==> src/rtl/arb_bridge_pkg.sv <==
package arb_bridge_pkg;
  // Bridge arbitration phase
  typedef enum logic [1:0] {
    ST_IDLE = 2'd0,  // no request outstanding
    ST_ASK  = 2'd1,  // legacy request driven, waiting for grant
    ST_OWN  = 2'd2,  // bus won, host may start
    ST_BUSY = 2'd3   // transaction in flight, request stretched
  } arb_st_e;
endpackage

==> src/rtl/arb_phase_fsm.sv <==
module arb_phase_fsm
  import arb_bridge_pkg::*;
(
  input  logic    clk,
  input  logic    rst_n,
  input  logic    host_br_n,
  input  logic    host_ts_n,
  input  logic    txn_done,
  input  logic    leg_grant_n,
  output arb_st_e st
);

  arb_st_e st_nxt;
  logic    st_en;
  logic    start_ok;

  // a start counts only when the host actually holds the grant
  assign start_ok = (st == ST_OWN) && !leg_grant_n && !host_ts_n;

  always_comb begin
    st_nxt = st;
    unique case (st)
      ST_IDLE: if (!host_br_n) st_nxt = ST_ASK;
      ST_ASK: begin
        if (host_br_n)         st_nxt = ST_IDLE;
        else if (!leg_grant_n) st_nxt = ST_OWN;
      end
      ST_OWN: begin
        if (start_ok)         st_nxt = ST_BUSY;
        else if (host_br_n)   st_nxt = ST_IDLE;
        else if (leg_grant_n) st_nxt = ST_ASK;
      end
      ST_BUSY: if (txn_done) st_nxt = ST_IDLE;
      default: st_nxt = ST_IDLE;
    endcase
  end

  assign st_en = (st_nxt != st);

  always_ff @(posedge clk or negedge rst_n) begin
    if (!rst_n)     st <= ST_IDLE;
    else if (st_en) st <= st_nxt;
  end

  // a granted start always enters the stretched phase
  assert_start_enters_busy_R4: assert property (@(posedge clk) disable iff (!rst_n)
    (st == ST_OWN && !leg_grant_n && !host_ts_n) |=> (st == ST_BUSY));

  // strobes seen while idle never lead into a transaction
  assert_idle_no_busy_R9: assert property (@(posedge clk) disable iff (!rst_n)
    (st == ST_IDLE) |=> (st != ST_BUSY));

endmodule

==> src/rtl/arb_out_decode.sv <==
module arb_out_decode
  import arb_bridge_pkg::*;
(
  input  arb_st_e st,
  input  logic    leg_grant_n,
  output logic    leg_req_n,
  output logic    host_bg_n
);

  logic req_live;
  logic grant_live;

  always_comb begin
    req_live   = (st != ST_IDLE);
    grant_live = (st == ST_OWN) && !leg_grant_n;
    leg_req_n  = !req_live;
    host_bg_n  = !grant_live;
  end

endmodule

==> src/rtl/arb_req_stretcher.sv <==
module arb_req_stretcher
  import arb_bridge_pkg::*;
(
  input  logic clk,
  input  logic rst_n,
  input  logic host_br_n,
  output logic host_bg_n,
  input  logic host_ts_n,
  input  logic txn_done,
  output logic leg_req_n,
  input  logic leg_grant_n
);

  arb_st_e st;

  arb_phase_fsm u_fsm (
    .clk         (clk),
    .rst_n       (rst_n),
    .host_br_n   (host_br_n),
    .host_ts_n   (host_ts_n),
    .txn_done    (txn_done),
    .leg_grant_n (leg_grant_n),
    .st          (st)
  );

  arb_out_decode u_dec (
    .st          (st),
    .leg_grant_n (leg_grant_n),
    .leg_req_n   (leg_req_n),
    .host_bg_n   (host_bg_n)
  );

  // idle bridge forwards a sampled host request on the next cycle
  assert_req_forward_R2: assert property (@(posedge clk) disable iff (!rst_n)
    (leg_req_n && !host_br_n) |=> !leg_req_n);

  // a host grant needs a live legacy grant and an outstanding request
  assert_grant_backed_R3: assert property (@(posedge clk) disable iff (!rst_n)
    !host_bg_n |-> (!leg_grant_n && !leg_req_n));

  // request held through the transaction
  assert_req_held_R4: assert property (@(posedge clk) disable iff (!rst_n)
    (st == ST_BUSY && !txn_done) |=> !leg_req_n);

  // request released after the transaction ends
  assert_req_release_R5: assert property (@(posedge clk) disable iff (!rst_n)
    (st == ST_BUSY && txn_done) |=> leg_req_n);

  // no host grant while a transaction runs
  assert_no_grant_busy_R6: assert property (@(posedge clk) disable iff (!rst_n)
    (st == ST_BUSY) |-> host_bg_n);

endmodule

==> config.mk <==
export PLATFORM = sky130hd
export DESIGN_NAME = arb_req_stretcher
export DESIGN_NICKNAME = d
export VERILOG_FILES = /design/src/rtl/arb_bridge_pkg.sv /design/src/rtl/arb_phase_fsm.sv /design/src/rtl/arb_out_decode.sv /design/src/rtl/arb_req_stretcher.sv
export SDC_FILE = /design/constraint.sdc
export NUM_CORES = 1
export LEC_CHECK = 0
export ABC_CLOCK_PERIOD_IN_PS = 1100
export BUFFER_PORTS_ARGS = -buffer_cell sky130_fd_sc_hd__buf_2
export CAP_MARGIN = 40
export CORE_AREA = 2 2 39 41
export DETAILED_ROUTE_END_ITERATION = 8
export DIE_AREA = 0 0 41 43
export GPL_TIMING_DRIVEN = 0
export HOLD_SLACK_MARGIN = 0.12
export PLACE_DENSITY = 0.31
export SKIP_LAST_GASP = 1
export SLEW_MARGIN = 20
export SYNTH_ARGS = -nofsm -noshare
export SYNTH_HDL_FRONTEND = slang
export SYNTH_SLANG_ARGS = --single-unit
==> constraint.sdc <==
create_clock -name clk -period 1.1 [get_ports clk]
set_input_delay 0.22 -clock clk [delete_from_list [all_inputs] [get_ports clk]]
set_output_delay 0.22 -clock clk [all_outputs]
set_load 0.005 [all_outputs]
==> summary.md <==
| Metric | Value |
|---|---|
| Syn Nets | 22 |
| Drt wl/cell | 9.19 um |
| CTS sink cnt | 2 |
| Initial antenna violation count | 0 |
| Grt total ovfl | 0 |
| Die area | 1760 um2 |
| Mapped cell area | 143 um2 |
| WS Path Type | flop to output pin |
| Tot GR Track Use | 5.92% |
| Final instance area | 278 um2 |
| Area Overhead vs Synth | 94.7% |
| Synth warn | 0 |
| Crit. End Element | output pin |
| Chip height | 43 um |
| Fillers | 158 |
| Clock buffer count from CTS | 3 |
| CTS tree | yes |
| Horiz. Die Dim | 41 um |
| Fin. Hold Viols | 0 |
| Gate power share | 36.6% |
| Number of max-cap violations | 0 |
| Clk pwr share | 39.5% |
| Worst vdd ir | 536 uV |
| Largest Register | u_fsm.st |
| Reg2reg end | u_fsm.st[0]$_DFFE_PN0P_ |
| R2r worst-path depth | 4 |
| IO Port Bufs | 7 |
| Cell Int Power | 294 uW |
| Root Buffer | clkbuf_4 |
| Pwr Density | 1490 nW/um2 |
| First drt pass iteration count | 1 |
| Psw | 119 uW |
| FF-to-FF Start | u_fsm.st[1]$_DFFE_PN0P_ |
| Required @ worst endpoint | 0.88 ns |
| Post-Synthesis Cells | 16 |
| Syn_area_per_cell | 8.91 um2 |
| Largest net degree at the start of global routing | 7 |
| Status | finished with violations |
| Sequential Power Share | 24.0% |
| Worst hold path type | primary input to flop |
| Rows | 14 |
| Violated checks | setup timing |
| R2R setup slack | 0.04 ns |
| Yosys reg bits | 2 |
| FMAX | 757 MHz |
| LEAKAGE | 0.000123 uW |
| Via-to-Cell Ratio | 3.57 |
| H-tree levels | 1 |
| Max-slew violation count | 0 |
| Part of the cycle the worst path needs | 120% |
| Crit path max fanout | 2 |
| Clk buf depth | 2 |
| Vias in the first global route | 146 |
| Placed Area | 198 um2 |
| Post-DRT Antenna Nets | 0 |
| Net Sw Frac | 28.8% |
| Sequential share of the synthesized area | 35.1% |
| Hold path start | host_br_n |
| Least-Margin Pin Slew | 0.246 ns |
| Period minus WS final | 1.32 ns |
| Vias | 168 |
| Relative slew slack | 83.4% |
| Core area | 1380 um2 |
| Hold Crit Depth | 2 |
| Starting Density | 10.3% |
| IO Count | 8 |
| Clk_lat worst skew | 0.22 ns |
| Nets | 39 |
| Arrival time at the worst endpoint | 1.10 ns |
| Worst hold path endpoint | u_fsm.st[0]$_DFFE_PN0P_ |
| Worst-path clk slew | 0.03 ns |
| Clk_skew | 0.00130 ns |
| First-pass GRT wire length | 600 um |
| Final wirelength | 432 um |
| # DRC | 0 |
| Top Registers | u_fsm.st x2 |
| Unique masters post-synth | 15 |
| Setup ws final | -0.220 ns |
| Overall Power | 413 uW |
| Largest register FFs | 2 |
| Antenna cells | 0 |
| Final setup viols | 2 |
| RSZ-0062 raised after global routing | yes |
| Placer Congestion | 0.537 |
| Layout cell share with drive strength beyond 1 | 67.7% |
| DR iter-0 viols | 0 |
| CP Launch Type | flop |
layout by cell type (no fill, tap or decap), drive strengths merged:
| master | n |
|---|---|
| dfrtp | 2 |
| and2 | 1 |
| inv | 2 |
| dlygate4sd3 | 1 |
| nor2b | 1 |
| nor2 | 1 |
| or3 | 1 |
| nand2 | 1 |
| clkbuf | 3 |
| o41ai | 1 |
| a21oi | 1 |
| nand3b | 1 |
| o21ai | 1 |
| a211oi | 2 |
| nor3 | 1 |
| buf | 11 |
kinds of logic (layout without fill, tap and decap cells):
kind of cell / Yosys count / in the layout / share of synthesized area [%]
compound gates: 5 / 5 / 32.5
buf+inv: 2 / 17 / 5.26
flops: 2 / 2 / 35.1
simple gates: 7 / 7 / 27.2
final cells by class:
class | instances | area, um2 | area share, %
clock buffer | 3 | 22.5 | 8.11
inverter | 2 | 7.51 | 2.70
multi-input combinational | 12 | 95.1 | 34.2
sequential | 2 | 50.0 | 18.0
tap | 16 | 20.0 | 7.21
timing repair buffer | 12 | 82.6 | 29.7
per-layer routing:
layer / part of all wire, % / GRT usage (%) / up-vias / wire length (um)
met5: 0 / 0 / - / 0
met1: 44 / 7.72 / 72 / 189
met4: 0 / 8.00 / 0 / 0
met2: 44 / 6.25 / 8 / 189
met3: 12 / 1.57 / 0 / 53
li1: - / - / 88 / -
metrics by stage:
| stage | util (%) | std cells | setup TNS (ns) | hold WS (ns) | setup slack (ns) |
|---|---|---|---|---|---|
| 5_1_grt | 20.1 | 47 | -0.418 | 0.238 | -0.253 |
| 6_report | 20.1 | 47 | -0.292 | 0.235 | -0.220 |
| 3_3_place_gp | 14.3 | 39 | -0.0521 | 0.00420 | -0.0521 |
| 4_1_cts | 18.5 | 46 | -0.330 | 0.224 | -0.236 |
| 2_1_floorplan | - | 16 | 0 | -0.0756 | 0.0837 |
| 3_5_place_dp | 14.3 | 39 | -0.0672 | 0.00694 | -0.0672 |
how the worst max path moves through the flow:
stage	startpoint	end	cells past startpoint
6_report	u_fsm.st[1]$_DFFE_PN0P_	host_bg_n	3
5_1_grt	u_fsm.st[0]$_DFFE_PN0P_	host_bg_n	2
4_1_cts	u_fsm.st[1]$_DFFE_PN0P_	host_bg_n	3
3_5_place_dp	u_fsm.st[1]$_DFFE_PN0P_	host_bg_n	3
3_3_place_gp	u_fsm.st[1]$_DFFE_PN0P_	host_bg_n	3
2_1_floorplan	u_fsm.st[1]$_DFFE_PN0P_	host_bg_n	2
what timing repair did:
action                                  4_1_cts  5_1_grt
endpoints found under the setup margin        2        4
hold buffers                                  1        0
buffers inserted                              3        1
gates resized for setup                       1        6
pin swaps                                     1        2
hold endpoints to repair                      2        0
synthesized netlist by cell type:
cell / n / area [um2]
nor2b_1: 1 / 6.26
nor2_1: 1 / 3.75
nand3b_1: 1 / 7.51
dfrtp_1: 2 / 50.1
inv_1: 1 / 3.75
nand2_1: 1 / 3.75
o41ai_2: 1 / 16.3
inv_2: 1 / 3.75
a211oi_1: 1 / 7.51
nor3_1: 1 / 5.00
or3_1: 1 / 6.26
a21oi_1: 1 / 5.00
a211oi_2: 1 / 12.5
o21ai_0: 1 / 5.00
and2_1: 1 / 6.26
power by group through the flow:
stage | Clock (uW) | Combinational (uW) | Sequential (uW)
finish | 163 | 151 | 99.1
global route | 186 | 167 | 101
CTS | 178 | 119 | 98.9
detailed placement | 0 | 77.7 | 106
global placement | 0 | 75.2 | 105
floorplan | 0 | 46.2 | 102
critical path, stage by stage (launching register included):
cell	delay [ns]
dfrtp_1	0.36
inv_2	0.04
or3_1	0.35
buf_2	0.13
No activity file was read; power rests on OpenSTA's default activity.
